`src/rtl/sdram_init_seq.sv`:
```
module sdram_init_seq #(
  parameter int CLK_MHZ     = 100,
  parameter int WAIT_US     = 200,
  parameter int TRP_CYC     = 3,
  parameter int TRC_CYC     = 9,
  parameter int TMRD_CYC    = 2,
  parameter int REFRESHES   = 2,
  parameter bit LOADS_FIRST = 1'b0
) (
  input  logic        clk,
  input  logic        rst_n,
  input  logic [2:0]  mr_burst_len,
  input  logic        mr_interleave,
  input  logic [2:0]  mr_cas_lat,
  input  logic        mr_single_write,
  input  logic [2:0]  emr_array_cov,
  input  logic [1:0]  emr_temp,
  input  logic [1:0]  emr_drive,
  output logic        cke,
  output logic        cs_n,
  output logic        ras_n,
  output logic        cas_n,
  output logic        we_n,
  output logic        ba,
  output logic [10:0] addr,
  output logic        dqm,
  output logic        done
);

  localparam int PWR_CYC = CLK_MHZ * WAIT_US;
  localparam int GAP_MAX = (TRC_CYC > TRP_CYC) ? ((TRC_CYC > TMRD_CYC) ? TRC_CYC : TMRD_CYC)
                                               : ((TRP_CYC > TMRD_CYC) ? TRP_CYC : TMRD_CYC);
  localparam int CNT_MAX = (PWR_CYC > GAP_MAX) ? PWR_CYC : GAP_MAX;
  localparam int CW      = $clog2(CNT_MAX + 1);
  localparam int RW      = $clog2(REFRESHES + 1);

  typedef enum logic [3:0] {
    RESET_WAIT, PRECHARGE, TRP_WAIT, REFRESH, TRC_WAIT,
    LOAD_MR, LOAD_EMR, TMRD_WAIT, DONE
  } seq_t;

  seq_t          st;
  logic [CW-1:0] cnt;
  logic [RW-1:0] refs;
  logic          emr_loaded;
  logic          expired;

  assign expired = (cnt == '0);

  always_ff @(posedge clk) begin
    if (!rst_n) begin
      st         <= RESET_WAIT;
      cnt        <= CW'(PWR_CYC - 1);
      refs       <= '0;
      emr_loaded <= 1'b0;
    end else begin
      case (st)
        RESET_WAIT: begin
          if (expired) st <= PRECHARGE;
          else         cnt <= cnt - 1'b1;
        end
        PRECHARGE: begin
          st  <= TRP_WAIT;
          cnt <= CW'(TRP_CYC - 2);
        end
        TRP_WAIT: begin
          if (expired) st <= LOADS_FIRST ? LOAD_MR : REFRESH;
          else         cnt <= cnt - 1'b1;
        end
        REFRESH: begin
          st   <= TRC_WAIT;
          cnt  <= CW'(TRC_CYC - 2);
          refs <= refs + 1'b1;
        end
        TRC_WAIT: begin
          if (!expired)                     cnt <= cnt - 1'b1;
          else if (refs != RW'(REFRESHES))  st  <= REFRESH;
          else if (LOADS_FIRST)             st  <= DONE;
          else                              st  <= LOAD_MR;
        end
        LOAD_MR: begin
          st  <= TMRD_WAIT;
          cnt <= CW'(TMRD_CYC - 2);
        end
        LOAD_EMR: begin
          st         <= TMRD_WAIT;
          cnt        <= CW'(TMRD_CYC - 2);
          emr_loaded <= 1'b1;
        end
        TMRD_WAIT: begin
          if (!expired)        cnt <= cnt - 1'b1;
          else if (!emr_loaded) st <= LOAD_EMR;
          else if (LOADS_FIRST) st <= REFRESH;
          else                  st <= DONE;
        end
        DONE:    st <= DONE;
        default: st <= RESET_WAIT;
      endcase
    end
  end

  always_comb begin
    cs_n  = 1'b0;
    ras_n = 1'b1;
    cas_n = 1'b1;
    we_n  = 1'b1;
    ba    = 1'b0;
    addr  = '0;
    case (st)
      PRECHARGE: begin
        ras_n    = 1'b0;
        we_n     = 1'b0;
        addr[10] = 1'b1;
      end
      REFRESH: begin
        ras_n = 1'b0;
        cas_n = 1'b0;
      end
      LOAD_MR: begin
        ras_n = 1'b0;
        cas_n = 1'b0;
        we_n  = 1'b0;
        addr  = {1'b0, mr_single_write, 2'b00, mr_cas_lat, mr_interleave, mr_burst_len};
      end
      LOAD_EMR: begin
        ras_n = 1'b0;
        cas_n = 1'b0;
        we_n  = 1'b0;
        ba    = 1'b1;
        addr  = {4'b0000, emr_drive, emr_temp, emr_array_cov};
      end
      default: ;
    endcase
  end

  assign cke  = 1'b1;
  assign dqm  = 1'b1;
  assign done = (st == DONE);

  logic          cmd_on, is_load, is_pre, is_ref;
  logic          any_cmd, pre_seen;
  logic [CW-1:0] since, need;
  logic [RW-1:0] refs_seen;

  assign cmd_on  = !(ras_n && cas_n && we_n);
  assign is_load = !ras_n && !cas_n && !we_n;
  assign is_pre  = !ras_n && cas_n && !we_n;
  assign is_ref  = !ras_n && !cas_n && we_n;

  always_ff @(posedge clk) begin
    if (!rst_n) begin
      any_cmd   <= 1'b0;
      pre_seen  <= 1'b0;
      since     <= '0;
      need      <= '0;
      refs_seen <= '0;
    end else begin
      if (cmd_on) begin
        any_cmd <= 1'b1;
        since   <= CW'(1);
        need    <= is_pre ? CW'(TRP_CYC) : is_ref ? CW'(TRC_CYC) : CW'(TMRD_CYC);
      end else if (since != CW'(CNT_MAX)) begin
        since <= since + 1'b1;
      end
      if (is_pre) pre_seen  <= 1'b1;
      if (is_ref) refs_seen <= refs_seen + 1'b1;
    end
  end

  AST_CMD_SPACING:   assert property (@(posedge clk) disable iff (!rst_n) (cmd_on && any_cmd) |-> since >= need);
  AST_ONE_CYCLE_CMD: assert property (@(posedge clk) disable iff (!rst_n) cmd_on |=> !cmd_on);
  AST_LOAD_IDLE:     assert property (@(posedge clk) disable iff (!rst_n) is_load |-> pre_seen);
  AST_REF_TOTAL:     assert property (@(posedge clk) disable iff (!rst_n) $rose(done) |-> refs_seen == RW'(REFRESHES));
  AST_DONE_STICKY:   assert property (@(posedge clk) disable iff (!rst_n) done |=> done);
  AST_DONE_QUIET:    assert property (@(posedge clk) disable iff (!rst_n) done |-> !cmd_on);

endmodule

```
`config.mk`:
```
export PLATFORM = sky130hd
export DESIGN_NAME = sdram_init_seq
export DESIGN_NICKNAME = d
export VERILOG_FILES = /design/src/rtl/sdram_init_seq.sv
export SDC_FILE = /design/constraint.sdc
export NUM_CORES = 1
export LEC_CHECK = 0
export ABC_AREA = 1
export BUFFER_PORTS_ARGS = -buffer_cell sky130_fd_sc_hd__buf_2
export CAP_MARGIN = 40
export CORE_MARGIN = 3
export CORE_UTILIZATION = 40
export CTS_BUF_LIST = sky130_fd_sc_hd__clkbuf_8
export DETAILED_ROUTE_END_ITERATION = 10
export SYNTH_ARGS = -nofsm -noshare
export SYNTH_HDL_FRONTEND = slang
export SYNTH_SLANG_ARGS = --single-unit
```
`constraint.sdc`:
```
create_clock -name clk -period 1.92 [get_ports clk]
set_input_delay 0 -clock clk [delete_from_list [all_inputs] [get_ports clk]]
set_output_delay 0 -clock clk [all_outputs]
set_load 0.01 [all_outputs]
```
==> impl_metrics.sql <==
INSERT INTO impl_metrics (metric_group, metric, value, unit) VALUES
('run_status', 'status', 'completed', ''),
('worst_setup_path', 'path_buf_inv', '4', ''),
('timing', 'finalHoldViolations', '0', ''),
('drt', 'drcViolationCount', '0', ''),
('global_route', 'grtUsageMet3', '2.92', '%'),
('yosys', 'yosysMostFrequentCell', 'sky130_fd_sc_hd__nand2_1', ''),
('timing', 'timing.final.crit_period', '1.73', 'ns'),
('cts', 'cts_post_setup_buffers_inserted', '0', ''),
('place', 'place_congestion', '0.818', ''),
('timing', 'skew', '0.00348', 'ns'),
('cts', 'clk_root_buffer_cell', 'sky130_fd_sc_hd__clkbuf_8', ''),
('worst_setup_path', 'critical-path-max-stage-delay', '0.39', 'ns'),
('worst_setup_path', 'critical-path-slowest-cell', 'sky130_fd_sc_hd__dfxtp_1', ''),
('cts', 'h_tree_levels', '1', ''),
('finish', 'final_layout_size_suffix_gt1_share', '19.4', '%'),
('yosys', 'proportion_of_synthesized_chip_area_in_sequential_cells', '27.7', '%'),
('finish', 'regArea', '440', 'um^2'),
('global_route', 'globalRouteTotalUtil', '16.5', '%'),
('yosys', 'syn_avg_cell_area', '6.33', 'um^2'),
('floorplanning', 'std_cell_rows', '22', ''),
('yosys', 'netlist_instances', '251', ''),
('worst_setup_path', 'start_kind', 'register', ''),
('drt', 'via_count', '1614', ''),
('finish', 'synthToLayoutAreaGrowth', '14.4', '%'),
('timing', 'fmax', '0.578', 'GHz'),
('timing', 'rsz0062_at_grt', 'false', ''),
('yosys', 'ys_async_sr_fraction', '0', '%'),
('yosys', 'synth_top_area_cell', 'sky130_fd_sc_hd__dfxtp_1', ''),
('power', 'power.share.clock', '45.5', '%'),
('power', 'worst_vdd_ir', '530', 'uV'),
('floorplanning', 'chipHeight', '69.0', 'um'),
('cts', 'cts_hold_buffers', '0', ''),
('floorplanning', 'initial_utilization', '42.4', '%'),
('drt', 'avgRoutedWirePerCell', '11.8', 'um'),
('yosys', 'synth_top_cell_area_share', '27.7', '%'),
('yosys', 'yosys_warnings', '0', ''),
('finish', 'finish.utilization', '48.5', '%'),
('cts', 'cts_buffers', '3', ''),
('global_route', 'wire_length_of_the_first_global_routing_pass', '6.74', 'mm'),
('floorplanning', 'die_width', '69.0', 'um'),
('yosys', 'synth_enable_flop_cells', '0', ''),
('job', 'count_of_maximum_capacitance_violations', '0', ''),
('power', 'comb_power_share', '5.5', '%'),
('worst_setup_path', 'cp_data_required_time', '1.92', 'ns'),
('worst_setup_path', 'setup.worst_path.end_class', 'output pin', ''),
('global_route', 'antenna_found_initial', '0', ''),
('power', 'power_leakage', '0.897', 'nW'),
('global_route', 'groute.layer.met1.usage', '23.8', '%'),
('floorplanning', 'die_area', '4760', 'um^2'),
('place', 'hpwl', '3.04', 'mm'),
('drt', 'drt-pass1-iter-count', '4', ''),
('cts', 'max-clock-path-buffers', '2', ''),
('timing', 'report.final.setup_viol', '0', ''),
('yosys', 'ys_top_cells_by_count', 'sky130_fd_sc_hd__nand2_1 (66), sky130_fd_sc_hd__nor2_1 (43), sky130_fd_sc_hd__inv_1 (25)', ''),
('power', 'power_per_cell_area', '524', 'nW/um^2'),
('power', 'power.net_switching', '0.000190', 'W'),
('place', 'buffer_ports.inserted', '30', ''),
('cts', 'cts_resized', '0', ''),
('yosys', 'synth_top_cells_by_area', 'sky130_fd_sc_hd__dfxtp_1 (28%), sky130_fd_sc_hd__nand2_1 (16%), sky130_fd_sc_hd__nor2_1 (10%)', ''),
('drt', 'number_of_drc_markers_after_the_initial_detailed_route_iteration', '70', ''),
('power', 'switching_share', '19.9', '%'),
('worst_setup_path', 'crit_fanout', '10', ''),
('cts', 'worst_setup_hold_path_clk_slew', '0.08', 'ns'),
('finish', 'antenna_cells', '0', ''),
('yosys', 'synth.ff_latch_count', '22', ''),
('worst_setup_path', 'timing_worst_setup_path_type', 'register to output pin', ''),
('global_route', 'grt_use_met2', '25.3', '%'),
('drt', 'antenna_left', '0', ''),
('drt', 'detail_route.vias_per_cell', '4.94', ''),
('global_route', 'top_usage_layer', 'met2', ''),
('worst_setup_path', 'path_cells', 'inv_1, nor2_2, buf_4, nand3_1, inv_2, a32o_1, buf_2', '');
## path summary, 6_finish.rpt
path / start / end / slack [ns] / depth (start not counted)
max: st[2]$_SDFFE_PN0P_ / addr[4] / 0.19 / 7
min: rst_n / cnt[2]$_SDFFE_PN1P_ / 0.02 / 2
max reg2reg: st[3]$_SDFFE_PN0P_ / cnt[5]$_SDFFE_PN0P_ / 0.26 / 8
min reg2reg: emr_loaded$_SDFFE_PN0N_ / st[3]$_SDFFE_PN0P_ / 0.48 / 2
## routing by layer
layer,vias up,share of wire [%],wire length (um)
met5,-,0,0
met4,0,0.80,31
met3,2,6.2,239
met2,46,43,1680
met1,707,50,1920
li1,859,-,-
## kinds of logic after synthesis
| logic type | after synthesis | synth area share (%) |
|---|---|---|
| simple gates | 149 | 42.1 |
| compound gates | 33 | 14.0 |
| fa+ha+maj | 3 | 2.36 |
| other cells | 2 | 0.473 |
| flops | 22 | 27.7 |
| xor+xnor | 4 | 2.21 |
| buf+inv | 38 | 11.1 |
## metrics by stage
stage          hold slack (ns)  area [um^2]  std cells  setup WS [ns]
4_1_cts                 0.0235         1820        327          0.182
2_1_floorplan           0.0871         1600        254          0.509
5_1_grt                 0.0378         1820        327         0.0235
6_report                0.0218         1820        327          0.190
3_5_place_dp             0.294         1750        323          0.277
3_3_place_gp             0.290         1750        323          0.306
## registers in the layout, indices dropped and copies added (netlist names)
| name | flops |
|---|---|
| refs | 2 |
| cnt | 15 |
| emr_loaded | 1 |
| st | 4 |
## power by group through the flow
stage / sequential, W / clock, W / combinational [W]
floorplan: 0.000476 / 0 / 0.0000384
global placement: 0.000477 / 0 / 0.0000523
detailed placement: 0.000477 / 0 / 0.0000525
CTS: 0.000466 / 0.000442 / 0.0000524
global route: 0.000467 / 0.000458 / 0.0000578
finish: 0.000467 / 0.000433 / 0.0000523
## area by class of cell
type / count / share of cell area [%]
clock buffer: 3 / 2.27
clock inverter: 1 / 1.65
inverter: 28 / 5.79
multi-input combinational: 194 / 54.1
sequential: 22 / 24.2
tap: 48 / 3.31
timing repair buffer: 31 / 8.68
## cells in the final DEF (no fill, tap or decap), types with 3 or more instances in the layout
cell type,n
sky130_fd_sc_hd__nand2_1,66
sky130_fd_sc_hd__nor2_1,43
sky130_fd_sc_hd__buf_2,30
sky130_fd_sc_hd__inv_1,25
sky130_fd_sc_hd__dfxtp_1,22
sky130_fd_sc_hd__nand3_1,21
sky130_fd_sc_hd__a21oi_1,11
sky130_fd_sc_hd__a32o_1,7
sky130_fd_sc_hd__o21ai_0,7
sky130_fd_sc_hd__conb_1,5
sky130_fd_sc_hd__nor2_2,4
sky130_fd_sc_hd__xor2_1,4
sky130_fd_sc_hd__inv_2,3
sky130_fd_sc_hd__nand2_2,3
sky130_fd_sc_hd__ha_1,3
sky130_fd_sc_hd__clkbuf_8,3
Note: power is estimated with default switching activity, not from simulation.
